$ cat config.mk
export PLATFORM = sky130hd
export DESIGN_NAME = srt_div_core
export DESIGN_NICKNAME = d
export VERILOG_FILES = /design/src/rtl/srt_pkg.sv /design/src/rtl/srt_step.sv /design/src/rtl/srt_ctrl.sv /design/src/rtl/srt_div_core.sv
export SDC_FILE = /design/constraint.sdc
export NUM_CORES = 1
export LEC_CHECK = 0
export CAP_MARGIN = 5
export CORE_MARGIN = 2
export CORE_UTILIZATION = 50
export DETAILED_ROUTE_END_ITERATION = 16
export PLACE_DENSITY = 0.88
export SETUP_SLACK_MARGIN = 0.02
export SYNTH_ARGS = -nofsm -noshare
export SYNTH_HDL_FRONTEND = slang
export SYNTH_SLANG_ARGS = --single-unit
export TNS_END_PERCENT = 10
$ cat constraint.sdc
create_clock -name clk_i -period 6.8 [get_ports clk_i]
set_clock_uncertainty 0.15 [all_clocks]
set_input_delay 0.68 -clock clk_i [delete_from_list [all_inputs] [get_ports clk_i]]
set_output_delay 0.68 -clock clk_i [all_outputs]
set_load 0.005 [all_outputs]
$ cat src/rtl/srt_pkg.sv
package srt_pkg;

  typedef enum logic {
    ST_IDLE = 1'b0,
    ST_RUN  = 1'b1
  } ctrl_state_e;

  // steps chained per clock cycle for a given digit count and latency
  function automatic int steps_per_cycle(int ndig, int lat);
    return (lat == 0) ? ndig : (ndig + lat - 1) / lat;
  endfunction

endpackage

$ cat src/rtl/srt_step.sv
module srt_step #(
  parameter int RW   = 11,
  parameter int NDIG = 9
) (
  input  logic            en_i,
  input  logic [RW-1:0]   sum_i,
  input  logic [RW-1:0]   carry_i,
  input  logic [RW-1:0]   dv_i,
  input  logic [NDIG-1:0] qp_i,
  input  logic [NDIG-1:0] qn_i,
  output logic [RW-1:0]   sum_o,
  output logic [RW-1:0]   carry_o,
  output logic [NDIG-1:0] qp_o,
  output logic [NDIG-1:0] qn_o
);

  logic [RW-1:0] sum2, car2, addend, maj, s_new, c_new;
  logic [3:0]    est;
  logic          nonneg, zero_sel, dneg, dig_p, dig_n;

  assign sum2 = {sum_i[RW-2:0], 1'b0};
  assign car2 = {carry_i[RW-2:0], 1'b0};

  // estimate of 2r truncated to half units: weights -4, 2, 1, 1/2
  assign est      = sum2[RW-1:RW-4] + car2[RW-1:RW-4];
  assign nonneg   = ~est[3];
  assign zero_sel = (est == 4'hF);
  assign dneg     = dv_i[RW-1];

  assign dig_p = ~zero_sel & (nonneg ^ dneg);
  assign dig_n = ~zero_sel & ~(nonneg ^ dneg);

  // r' = 2r - q*d ; subtraction uses ~d with +1 injected at carry LSB
  always_comb begin
    if (dig_p)      addend = ~dv_i;
    else if (dig_n) addend = dv_i;
    else            addend = '0;
  end

  assign maj   = (sum2 & car2) | (sum2 & addend) | (car2 & addend);
  assign s_new = sum2 ^ car2 ^ addend;
  assign c_new = {maj[RW-2:0], dig_p};

  assign sum_o   = en_i ? s_new : sum_i;
  assign carry_o = en_i ? c_new : carry_i;
  assign qp_o    = en_i ? {qp_i[NDIG-2:0], dig_p} : qp_i;
  assign qn_o    = en_i ? {qn_i[NDIG-2:0], dig_n} : qn_i;

endmodule

$ cat src/rtl/srt_ctrl.sv
module srt_ctrl
  import srt_pkg::*;
#(
  parameter int LATENCY = 9,
  parameter int STEPS   = 1,
  parameter int BASE_W  = 5
) (
  input  logic              clk_i,
  input  logic              rst_ni,
  input  logic              start_i,
  output logic              load_o,
  output logic              advance_o,
  output logic              busy_o,
  output logic [BASE_W-1:0] base_o,
  output logic              ready_o
);

  localparam int CW = $clog2(LATENCY + 1);

  ctrl_state_e   state_q;
  logic [CW-1:0] cnt_q;
  logic          ready_q;

  assign load_o    = start_i && (state_q == ST_IDLE);
  assign busy_o    = (state_q == ST_RUN);
  assign advance_o = load_o || busy_o;
  assign base_o    = load_o ? '0 : BASE_W'(cnt_q) * BASE_W'(STEPS);
  assign ready_o   = ready_q;

  always_ff @(posedge clk_i or negedge rst_ni) begin
    if (!rst_ni) begin
      state_q <= ST_IDLE;
      cnt_q   <= '0;
      ready_q <= 1'b0;
    end else begin
      ready_q <= 1'b0;
      if (load_o) begin
        if (LATENCY == 1) begin
          ready_q <= 1'b1;
        end else begin
          state_q <= ST_RUN;
          cnt_q   <= CW'(1);
        end
      end else if (busy_o) begin
        if (cnt_q == CW'(LATENCY - 1)) begin
          state_q <= ST_IDLE;
          cnt_q   <= '0;
          ready_q <= 1'b1;
        end else begin
          cnt_q <= cnt_q + CW'(1);
        end
      end
    end
  end

endmodule

$ cat src/rtl/srt_div_core.sv
module srt_div_core
  import srt_pkg::*;
#(
  parameter int OP_W    = 8,
  parameter int EXTRA_Q = 0,
  parameter int LATENCY = OP_W + 1 + EXTRA_Q
) (
  input  logic                      clk_i,
  input  logic                      rst_ni,
  input  logic                      start_i,
  input  logic [OP_W-1:0]           dividend_i,
  input  logic [OP_W-1:0]           divisor_i,
  output logic                      ready_o,
  output logic [OP_W+EXTRA_Q:0]     q_pos_o,
  output logic [OP_W+EXTRA_Q:0]     q_neg_o,
  output logic [OP_W+2:0]           rem_sum_o,
  output logic [OP_W+2:0]           rem_carry_o
);

  localparam int NDIG   = OP_W + 1 + EXTRA_Q;
  localparam int RW     = OP_W + 3;
  localparam int STEPS  = steps_per_cycle(NDIG, LATENCY);
  localparam int BASE_W = $clog2(LATENCY * STEPS + NDIG + 1) + 1;

  logic [RW-1:0]   x_init, dv_in, dv_cur, dv_act;
  logic            busy;
  logic [STEPS-1:0] stage_en;

  logic [RW-1:0]   ch_sum [STEPS+1];
  logic [RW-1:0]   ch_car [STEPS+1];
  logic [NDIG-1:0] ch_qp  [STEPS+1];
  logic [NDIG-1:0] ch_qn  [STEPS+1];

  // r0 = x/2 : dividend placed with OP_W fraction bits, three integer bits
  assign x_init = {{3{dividend_i[OP_W-1]}}, dividend_i};
  assign dv_in  = {{2{divisor_i[OP_W-1]}}, divisor_i, 1'b0};

  for (genvar s = 0; s < STEPS; s++) begin : g_stage
    srt_step #(.RW(RW), .NDIG(NDIG)) i_step (
      .en_i    (stage_en[s]),
      .sum_i   (ch_sum[s]),
      .carry_i (ch_car[s]),
      .dv_i    (dv_cur),
      .qp_i    (ch_qp[s]),
      .qn_i    (ch_qn[s]),
      .sum_o   (ch_sum[s+1]),
      .carry_o (ch_car[s+1]),
      .qp_o    (ch_qp[s+1]),
      .qn_o    (ch_qn[s+1])
    );
  end

  if (LATENCY == 0) begin : g_comb
    assign ch_sum[0]   = x_init;
    assign ch_car[0]   = '0;
    assign ch_qp[0]    = '0;
    assign ch_qn[0]    = '0;
    assign dv_cur      = dv_in;
    assign dv_act      = dv_in;
    assign busy        = 1'b0;
    assign stage_en    = '1;
    assign ready_o     = start_i;
    assign q_pos_o     = ch_qp[STEPS];
    assign q_neg_o     = ch_qn[STEPS];
    assign rem_sum_o   = ch_sum[STEPS];
    assign rem_carry_o = ch_car[STEPS];
  end else begin : g_seq
    logic              load, advance;
    logic [BASE_W-1:0] base;
    logic [RW-1:0]     sum_q, car_q, dv_q;
    logic [NDIG-1:0]   qp_q, qn_q;

    srt_ctrl #(.LATENCY(LATENCY), .STEPS(STEPS), .BASE_W(BASE_W)) i_ctrl (
      .clk_i     (clk_i),
      .rst_ni    (rst_ni),
      .start_i   (start_i),
      .load_o    (load),
      .advance_o (advance),
      .busy_o    (busy),
      .base_o    (base),
      .ready_o   (ready_o)
    );

    assign ch_sum[0] = load ? x_init : sum_q;
    assign ch_car[0] = load ? '0     : car_q;
    assign ch_qp[0]  = load ? '0     : qp_q;
    assign ch_qn[0]  = load ? '0     : qn_q;
    assign dv_cur    = load ? dv_in  : dv_q;
    assign dv_act    = dv_q;

    // steps past the last digit are gated off
    for (genvar s = 0; s < STEPS; s++) begin : g_en
      assign stage_en[s] = advance && ((base + BASE_W'(s)) < BASE_W'(NDIG));
    end

    always_ff @(posedge clk_i or negedge rst_ni) begin
      if (!rst_ni) begin
        sum_q <= '0;
        car_q <= '0;
        dv_q  <= '0;
        qp_q  <= '0;
        qn_q  <= '0;
      end else if (advance) begin
        sum_q <= ch_sum[STEPS];
        car_q <= ch_car[STEPS];
        qp_q  <= ch_qp[STEPS];
        qn_q  <= ch_qn[STEPS];
        if (load) dv_q <= dv_in;
      end
    end

    assign q_pos_o     = qp_q;
    assign q_neg_o     = qn_q;
    assign rem_sum_o   = sum_q;
    assign rem_carry_o = car_q;
  end

endmodule

==> impl_metrics.csv, run 1 <==
group,metric,value,unit
cts,cts_buffers,9,
worst_setup_path,reg2reg_from,"g_seq.i_ctrl.busy_o",
timing,rsz0062_at_grt,"false",
worst_setup_path,arrival,5420,ps
yosys,yosysSeqAreaShare,44.6,%
routing,ant_nets,0,
yosys,synth_area_leaders,"dfrtp_1 (45%), nand2_1 (7.5%), mux2i_1 (6.0%), fa_1 (5.6%), xnor2_1 (3.0%)",
placed_design,dp.final_hpwl,5260,um
final_layout,area_growth,26.8,%
yosys,synth_area,3200,um^2
worst_setup_path,startpoint,"start_i",
routing,vias,2738,
timing,slew_viol_final,0,
final_layout,n_fill_cell,508,
worst_setup_path,setup.worst_path.class,"primary input to flip-flop",
cts,postCtsResizedCells,0,
yosys,async_flop_share,100,%
yosys,syn_inst,337,
timing,tns,0,ps
die,ios,60,
grt,grt_max_degree,58,
die,row_count,29,
cts,clkLatencyLatePin,340,ps
worst_setup_path,r2r_cells,14,
worst_setup_path,setup.worst_path.start_class,"primary input",
yosys,synth-edff-count,0,
die,fp.dieArea,7050,um^2
cts,ctsHtreeMaxLevel,3,
yosys,ys_ff_latch,57,
final_layout,n_antenna_cell,0,
die,die_h,83.9,um
yosys,synth.most_common_cell,"nand2_1",
worst_setup_path,end_kind,"flip-flop",
timing,period_share,78.4,%
cts,cts_tree,"yes",
timing,hold_viol,0,
min_path,hold_path_class,"primary input to async pin",
cts,clock_path_buffers,2,
routing,wl_per_cell,16.7,um
yosys,synth_top_flop_cell,"dfrtp_1",
worst_setup_path,reg2reg_slack,2010,ps
grt,antenna_found_initial,0,
routing,first_iter_violations,171,
cts,post_cts_buffers,0,
routing,avgViaCountPerCell,5.79,
timing,min_period,5330,ps
cts,root_buffer,"clkbuf_8",
placed_design,place_area,3830,um^2
timing,slew_headroom,27.0,%
die,initial_utilization,50.9,%
timing,setup_violations,0,
yosys,synth_top_cell_by_area,"dfrtp_1",
timing,fmax,0.187,GHz
final_layout,nets,423,
grt,grt_pass1_wl,13000,um
routing,drc_errors,0,
worst_setup_path,r2r_end,"rem_sum_o[8]",
worst_setup_path,cp_max_fo,21,
yosys,synth_fp_nets,369,
worst_setup_path,cp_data_required_time,6880,ps
placed_design,portBuffers,59,
worst_setup_path,critPathCapture,"rem_sum_o[8]",
cts,cts_hold_buffers,0,
routing,wirelength,7890,um
placed_design,place.gp.congestion,0.958,
timing,worst_pin_slew,1090,ps
yosys,yosysTopAreaCellShare,44.6,%
cts,cts.clk_slew.worst_paths,70,ps
grt,overflow,0,
yosys,synth_commonest_cells,"nand2_1 (64), dfrtp_1 (57), nor2_1 (23), mux2i_1 (19), a21oi_1 (18)",
status,status,"finished clean",
die,core,6280,um^2
routing,drtPass1Iterations,6,
yosys,avgSynthCellArea,9.48,um^2
yosys,yosysUniqueCellTypes,46,
final_layout,postLayoutCellArea,4050,um^2
final_layout,layout-drive-gt1-share,7.32,%
yosys,synth_warnings,0,
grt,grt_use_total,23.6,%
grt,grt_pass1_vias,2709,
cts,cts_sinks,57,
job,cap_violations,0,
die,die_x,83.9,um
[layout make-up]
type / instances / area (um^2) / share of cell area (%)
Clock buffer: 11 / 141 / 3.49
Sequential cell: 57 / 1430 / 35.2
Clock inverter: 5 / 78.8 / 1.95
Inverter: 9 / 33.8 / 0.834
Multi-Input combinational cell: 252 / 1670 / 41.1
Tap cell: 77 / 96.3 / 2.38
Timing Repair Buffer: 62 / 608 / 15.0
[worst max-delay path, cell delays in order]
cell             delay [ps]
clkdlybuf4s50_1         970
nor2b_2                 650
nand2_1                 180
nand2_1                 160
ha_1                    270
a211oi_1                420
o31a_1                  250
o31a_1                  420
nor2_4                  110
mux2_2                  290
fa_1                    480
nor2_1                   50
o21bai_1                200
a221oi_1                260
[placed cells by master (no fill, tap or decap), types with 3 or more instances in the layout]
cell | netlist | final
a211oi_1 | 5 | 5
a21oi_1 | 18 | 18
a22oi_1 | 6 | 6
a32o_1 | 3 | 3
dfrtp_1 | 57 | 57
inv_1 | 8 | 8
o21ai_1 | 13 | 13
fa_1 | 9 | 9
and2_1 | 3 | 3
o21ai_0 | 17 | 17
a22o_1 | 9 | 9
nand2_1 | 64 | 64
a31oi_1 | 4 | 4
mux2i_1 | 19 | 19
mux2_2 | 3 | 3
nand3_1 | 11 | 11
buf_4 | 0 | 3
ha_1 | 4 | 4
clkdlybuf4s50_1 | 0 | 58
nor2_1 | 23 | 23
clkbuf_8 | 0 | 10
xnor2_1 | 11 | 11
[state kept, by name (all words and copies together) (netlist names)]
signal	flops
g_seq.i_ctrl.cnt_q	4
rem_carry_o	11
q_neg_o	9
g_seq.i_ctrl.busy_o	1
q_pos_o	9
g_seq.i_ctrl.ready_o	1
dv_act	11
rem_sum_o	11
[worst min-delay path by stage]
stage,slack [ps],to
floorplan,230,dv_act[0]
detailed placement,330,dv_act[7]
global route,370,dv_act[7]
CTS,340,dv_act[7]
finish,310,rem_sum_o[10]
global placement,320,dv_act[7]
[kinds of logic after synthesis]
group / after synthesis / synth area share, %
buffers and inverters: 28 / 3.76
AO/OA/AOI/OAI: 89 / 18.0
adder cells (fa/ha/maj): 13 / 7.20
XOR/XNOR: 12 / 3.29
multiplexers: 22 / 7.01
flip-flops: 57 / 44.6
AND/OR/NAND/NOR: 116 / 16.1
[stage by stage]
stage | instances | util (%) | hold slack (ps) | setup WS, ps
detailed placement | 457 | 61.0 | 330 | 1180
finish | 473 | 64.5 | 308 | 1470
CTS | 473 | 64.5 | 345 | 1510
global route | 473 | 64.5 | 368 | 1170
global placement | 457 | 61.0 | 321 | 1450
floorplan | 337 | - | 234 | 2640
[layer usage]
layer  GRT usage [%]  wire, um  up-vias
met4            8.94       163        0
met1            31.3      3420     1338
met3            5.34       478       15
met2            38.0      3830       93
li1                -         -     1292
met5               0         0        -
Power of run 1 is left out: the tool's default activity adds up to more than one toggle a clock period on the data nets, which glitch-free logic cannot reach.
==> inputs of run 2 (changes only) <==
--- a/config.mk
+++ b/config.mk
@@ -7,9 +7,9 @@
 export LEC_CHECK = 0
 export CAP_MARGIN = 5
 export CORE_MARGIN = 2
-export CORE_UTILIZATION = 50
+export CORE_UTILIZATION = 47
 export DETAILED_ROUTE_END_ITERATION = 16
-export PLACE_DENSITY = 0.88
+export PLACE_DENSITY = 0.87
 export SETUP_SLACK_MARGIN = 0.02
 export SYNTH_ARGS = -nofsm -noshare
 export SYNTH_HDL_FRONTEND = slang
==> constraint.sdc (replaced) <==
create_clock -name clk_i -period 4.9 [get_ports clk_i]
set_clock_uncertainty 0.15 [all_clocks]
set_input_delay 0.49 -clock clk_i [delete_from_list [all_inputs] [get_ports clk_i]]
set_output_delay 0.49 -clock clk_i [all_outputs]
set_load 0.005 [all_outputs]
==> run 2 against run 1 <==
Sequential share of layout area down 0.21 points. Worst setup slack lost 800 ps. Register-to-register slack lost 1200 ps. Cell count increased by 1.9%. Cell area grew 0.59%. Flip-flop and latch count did not move. First-iteration DRC count is 16% higher. Worst hold slack worse by 180 ps. Via count grew 0.18%. Critical path depth grew 2. Global-route usage down 1.1 points. Non-clock buffer count up 6.
==> impl_metrics.csv, run 2 (synthesis gave the netlist of run 1 again) <==
group,metric,value,unit
worst_setup_path,max_stage_delay,500,ps
die,die_x,86.5,um
final_layout,utilization,61.0,%
timing,slew_headroom,31.1,%
timing,setup_violations,0,
final_layout,layout_commonest_cell,"nand2_1",
die,die_h,86.5,um
final_layout,postLayoutCellArea,4080,um^2
job,cap_violations,0,
timing,slew_viol_final,0,
worst_setup_path,setup.worst_path.start_class,"primary input",
die,row_count,30,
status,status,"finished clean",
cts,cts_sinks,57,
final_layout,nets,429,
worst_setup_path,setup.worst_path.class,"primary input to flip-flop",
placed_design,place_area,3880,um^2
final_layout,n_antenna_cell,0,
placed_design,place.gp.congestion,0.889,
cts,clkLatencyLatePin,340,ps
grt,grt_use_total,22.5,%
worst_setup_path,critPathTopFamily,"adder cells",
grt,overflow,0,
routing,drtPass1Iterations,5,
die,fp.dieArea,7470,um^2
die,core,6680,um^2
routing,avgViaCountPerCell,5.69,
routing,drc_errors,0,
final_layout,n_fill_cell,563,
timing,fmax,0.236,GHz
worst_setup_path,arrival,4300,ps
routing,vias,2743,
final_layout,layout_common_cells,"nand2_1 (64), clkdlybuf4s50_1 (58), dfrtp_1 (57)",
die,initial_utilization,47.8,%
cts,cts_hold_buffers,0,
min_path,hold_path_class,"primary input to async pin",
cts,root_buffer,"clkbuf_8",
worst_setup_path,cp_max_fo,12,
timing,worst_pin_slew,1030,ps
die,ios,60,
routing,wirelength,7910,um
final_layout,area_growth,27.5,%
cts,post_cts_buffers,0,
cts,cts_tree,"yes",
worst_setup_path,end_kind,"flip-flop",
timing,min_period,4240,ps
worst_setup_path,path_cells,"clkdlybuf4s50_1 > nand2b_1 > buf_4 > nand2_1 > nand2_1 > ha_1 > inv_1 > fa_1 > nor3b_1 > mux2_2 > nor2_4 > mux2_2 > fa_1 > nor2_1 > o21bai_1 > a221oi_1",
timing,period_share,86.4,%
timing,tns,0,ps
worst_setup_path,r2r_cells,14,
worst_setup_path,cp_slowest_cell,"clkdlybuf4s50_1",
final_layout,layout-drive-gt1-share,8.96,%
worst_setup_path,reg2reg_from,"g_seq.i_ctrl.busy_o",
routing,first_iter_violations,199,
worst_setup_path,worst-path-buf-inv,3,
cts,cts.clk_slew.worst_paths,70,ps
grt,grt_max_degree,58,
routing,ant_nets,0,
cts,postCtsResizedCells,0,
grt,grt_pass1_vias,2696,
worst_setup_path,reg2reg_slack,860,ps
routing,wl_per_cell,16.4,um
grt,antenna_found_initial,0,
cts,ctsHtreeMaxLevel,3,
cts,cts_buffers,9,
placed_design,dp.final_hpwl,5530,um
timing,hold_viol,0,
worst_setup_path,cp_data_required_time,4960,ps
grt,grt_pass1_wl,13000,um
placed_design,portBuffers,59,
worst_setup_path,r2r_end,"rem_sum_o[7]",
cts,clock_path_buffers,2,
timing,rsz0062_at_grt,"false",
run 2: how the worst max path moves through the flow:
stage	from	end	slack, ps	cells past startpoint
floorplan	start_i	rem_sum_o[8]	930	15
global placement	start_i	rem_sum_o[8]	590	16
detailed placement	start_i	rem_sum_o[7]	340	16
CTS	start_i	rem_sum_o[7]	720	16
global route	start_i	rem_sum_o[7]	470	16
finish	start_i	rem_sum_o[7]	660	16
run 2: stage by stage:
step           hold WS [ps]  instances  setup slack, ps
6_report                124        482              665
5_1_grt                 200        482              473
4_1_cts                 172        482              721
3_5_place_dp            328        466              337
3_3_place_gp            326        466              591
2_1_floorplan          44.4        337              928
run 2: cell type report:
| type | instances | area, um^2 | share of cell area (%) |
|---|---|---|---|
| clock buffer | 9 | 124 | 3.04 |
| clock inverter | 7 | 71.3 | 1.75 |
| inverter | 9 | 33.8 | 0.829 |
| multi-input combinational | 252 | 1670 | 40.9 |
| sequential | 57 | 1430 | 35.0 |
| tap | 80 | 100 | 2.46 |
| timing repair buffer | 68 | 653 | 16.0 |
run 2: per-layer routing:
metal,up-vias,part of all wire (%),global-route usage (%)
met5,-,0,0
met4,0,1.5,10.2
met3,12,6.2,4.67
met2,110,48,35.3
met1,1321,44,30.2
li1,1300,-,-
run 2: worst register-to-register path: stages, from the launching register on:
cell and delay [ps]:
dfrtp_1 380, buf_4 230, nor2b_2 190, nand2_1 110, nand2_1 140, ha_1 280
a211oi_1 470, nor4_2 120, o31a_1 310, buf_4 180, mux2_2 270, fa_1 490
nor2_1 60, o21bai_1 220, a221oi_1 330
Power of run 2 is left out for the same reason.
==> inputs of run 3 (changes only) <==
--- a/config.mk
+++ b/config.mk
@@ -5,11 +5,10 @@
 export SDC_FILE = /design/constraint.sdc
 export NUM_CORES = 1
 export LEC_CHECK = 0
-export CAP_MARGIN = 5
 export CORE_MARGIN = 2
 export CORE_UTILIZATION = 47
 export DETAILED_ROUTE_END_ITERATION = 16
-export PLACE_DENSITY = 0.87
+export PLACE_DENSITY_LB_ADDON = 0.2
 export SETUP_SLACK_MARGIN = 0.02
 export SYNTH_ARGS = -nofsm -noshare
 export SYNTH_HDL_FRONTEND = slang
==> run 3 against run 2 <==
First-iteration DRC count down 48%. Sequential share of layout area up 0.13 points. Cell area down 0.37%. Critical path depth down 2. Worst hold slack better by 15 ps. Cell count down 0.62%. Flip-flop and latch count unchanged. Worst setup slack worse by 87 ps. Via count down 2.6%. Die area unchanged.
==> impl_metrics.csv, run 3 (synthesis gave the netlist of run 1 again) <==
group,metric,value,unit
status,status,"finished clean",
final_layout,area_growth,27.1,%
final_layout,layout_commonest_cell,"nand2_1",
final_layout,layout-drive-gt1-share,8.02,%
timing,slew_viol_final,0,
routing,wirelength,7630,um
routing,drtPass1Iterations,4,
power_and_ir_drop,p_per_area,955,nW/um^2
timing,rsz0062_at_grt,"false",
worst_setup_path,end_kind,"flip-flop",
worst_setup_path,max_stage_delay,550,ps
job,cap_violations,0,
grt,grt_use_total,22.1,%
routing,drc_errors,0,
cts,cts_hold_buffers,0,
power_and_ir_drop,leakage,1.84,nW
worst_setup_path,critPathCapture,"rem_sum_o[8]",
timing,tns,0,ps
die,die_x,86.5,um
worst_setup_path,r2r_end,"rem_sum_o[8]",
grt,grt_pass1_wl,12700,um
grt,grt_max_degree,58,
die,initial_utilization,47.8,%
worst_setup_path,reg2reg_from,"g_seq.i_ctrl.busy_o",
worst_setup_path,r2r_cells,13,
final_layout,nets,427,
die,die_h,86.5,um
final_layout,postLayoutCellArea,4060,um^2
timing,worst_pin_slew,1030,ps
grt,grt_pass1_vias,2579,
die,row_count,30,
worst_setup_path,reg2reg_slack,850,ps
timing,slew_headroom,30.8,%
timing,setup_violations,0,
worst_setup_path,cp_data_required_time,4980,ps
power_and_ir_drop,ir_worst_vdd,0.396,mV
cts,cts_sinks,57,
placed_design,portBuffers,59,
min_path,hold_path_class,"primary input to async pin",
timing,hold_viol,0,
cts,post_cts_buffers,0,
routing,ant_nets,0,
worst_setup_path,setup.worst_path.start_class,"primary input",
cts,cts_buffers,9,
worst_setup_path,cp_slowest_cell,"clkdlybuf4s50_1",
cts,cts.clk_slew.worst_paths,70,ps
die,core,6680,um^2
worst_setup_path,arrival,4410,ps
worst_setup_path,setup.worst_path.class,"primary input to flip-flop",
cts,ctsHtreeMaxLevel,3,
timing,min_period,4320,ps
routing,first_iter_violations,104,
worst_setup_path,cp_max_fo,11,
final_layout,multi_input_area,1670,um^2
grt,antenna_found_initial,0,
timing,fmax,0.231,GHz
grt,overflow,0,
worst_setup_path,path_cells,"clkdlybuf4s50_1 > nor2b_2 > nand2_1 > nand2_1 > ha_1 > a211oi_1 > o31a_1 > o31a_1 > nor2_4 > mux2_2 > fa_1 > nor2_1 > o21bai_1 > a221oi_1",
die,ios,60,
routing,wl_per_cell,15.9,um
final_layout,layout_common_cells,"nand2_1 (64), clkdlybuf4s50_1 (58), dfrtp_1 (57)",
cts,clock_path_buffers,2,
final_layout,ff_latch_area,1430,um^2
cts,clkLatencyLatePin,340,ps
timing,period_share,88.2,%
die,fp.dieArea,7470,um^2
cts,cts_tree,"yes",
cts,postCtsResizedCells,0,
placed_design,dp.final_hpwl,5380,um
routing,vias,2672,
placed_design,place.gp.congestion,0.863,
routing,avgViaCountPerCell,5.58,
final_layout,n_fill_cell,597,
cts,root_buffer,"clkbuf_8",
final_layout,n_antenna_cell,0,
placed_design,place_area,3860,um^2
worst_setup_path,startpoint,"start_i",
[run 3: worst min path at each step]
stage                       start             to  slack, ps  cells after the start
finish                     rst_ni      dv_act[5]        140                      2
global placement    rem_sum_o[10]  rem_sum_o[10]        320                      2
global route               rst_ni      dv_act[7]        210                      2
CTS                        rst_ni      dv_act[5]        170                      2
floorplan                  rst_ni      dv_act[0]         40                      0
detailed placement      dv_act[1]      dv_act[1]        330                      2
[run 3: worst max-delay path, delay by kind of cell]
family	cells	cell delay, ps
AND/OR/NAND/NOR	5	750
multiplexers	1	300
buffers and inverters	1	550
AO/OA/AOI/OAI	5	1530
adder cells (fa/ha/maj)	2	780
[run 3: where the power goes]
group          internal [mW]  total [mW]  switching [mW]  leakage, nW
combinational           1.22        2.49            1.27         1.04
clock                  0.258       0.447           0.189        0.102
sequential             0.724       0.939           0.215        0.698
total                   2.20        3.88            1.67         1.84
[run 3: metrics by stage]
step | utilization (%) | worst slack, ps | hold slack (ps) | total power, mW | std cells
6_report | 60.8 | 578 | 140 | 3.88 | 479
5_1_grt | 60.8 | 211 | 211 | 4.26 | 479
4_1_cts | 60.8 | 562 | 166 | 3.91 | 479
3_5_place_dp | 57.8 | 228 | 328 | 3.44 | 464
3_3_place_gp | 57.8 | 416 | 319 | 3.36 | 464
2_1_floorplan | - | 928 | 44.4 | 2.67 | 337
[run 3: layout make-up]
type | instances | area share, %
inverters | 9 | 0.832
clock inverters | 3 | 0.986
flip-flops and latches | 57 | 35.1
repair buffers | 66 | 15.7
well taps | 80 | 2.47
clock buffers | 12 | 3.82
multi-input cells | 252 | 41.0
[run 3: layer usage]
metal	track usage, %	vias to the layer above	share of wire, %
li1	-	1304	-
met1	32.1	1281	48
met2	32.0	71	45
met3	4.38	16	4.1
met4	9.94	0	2.3
met5	0	-	0
Note: power is estimated with default switching activity, not from simulation.
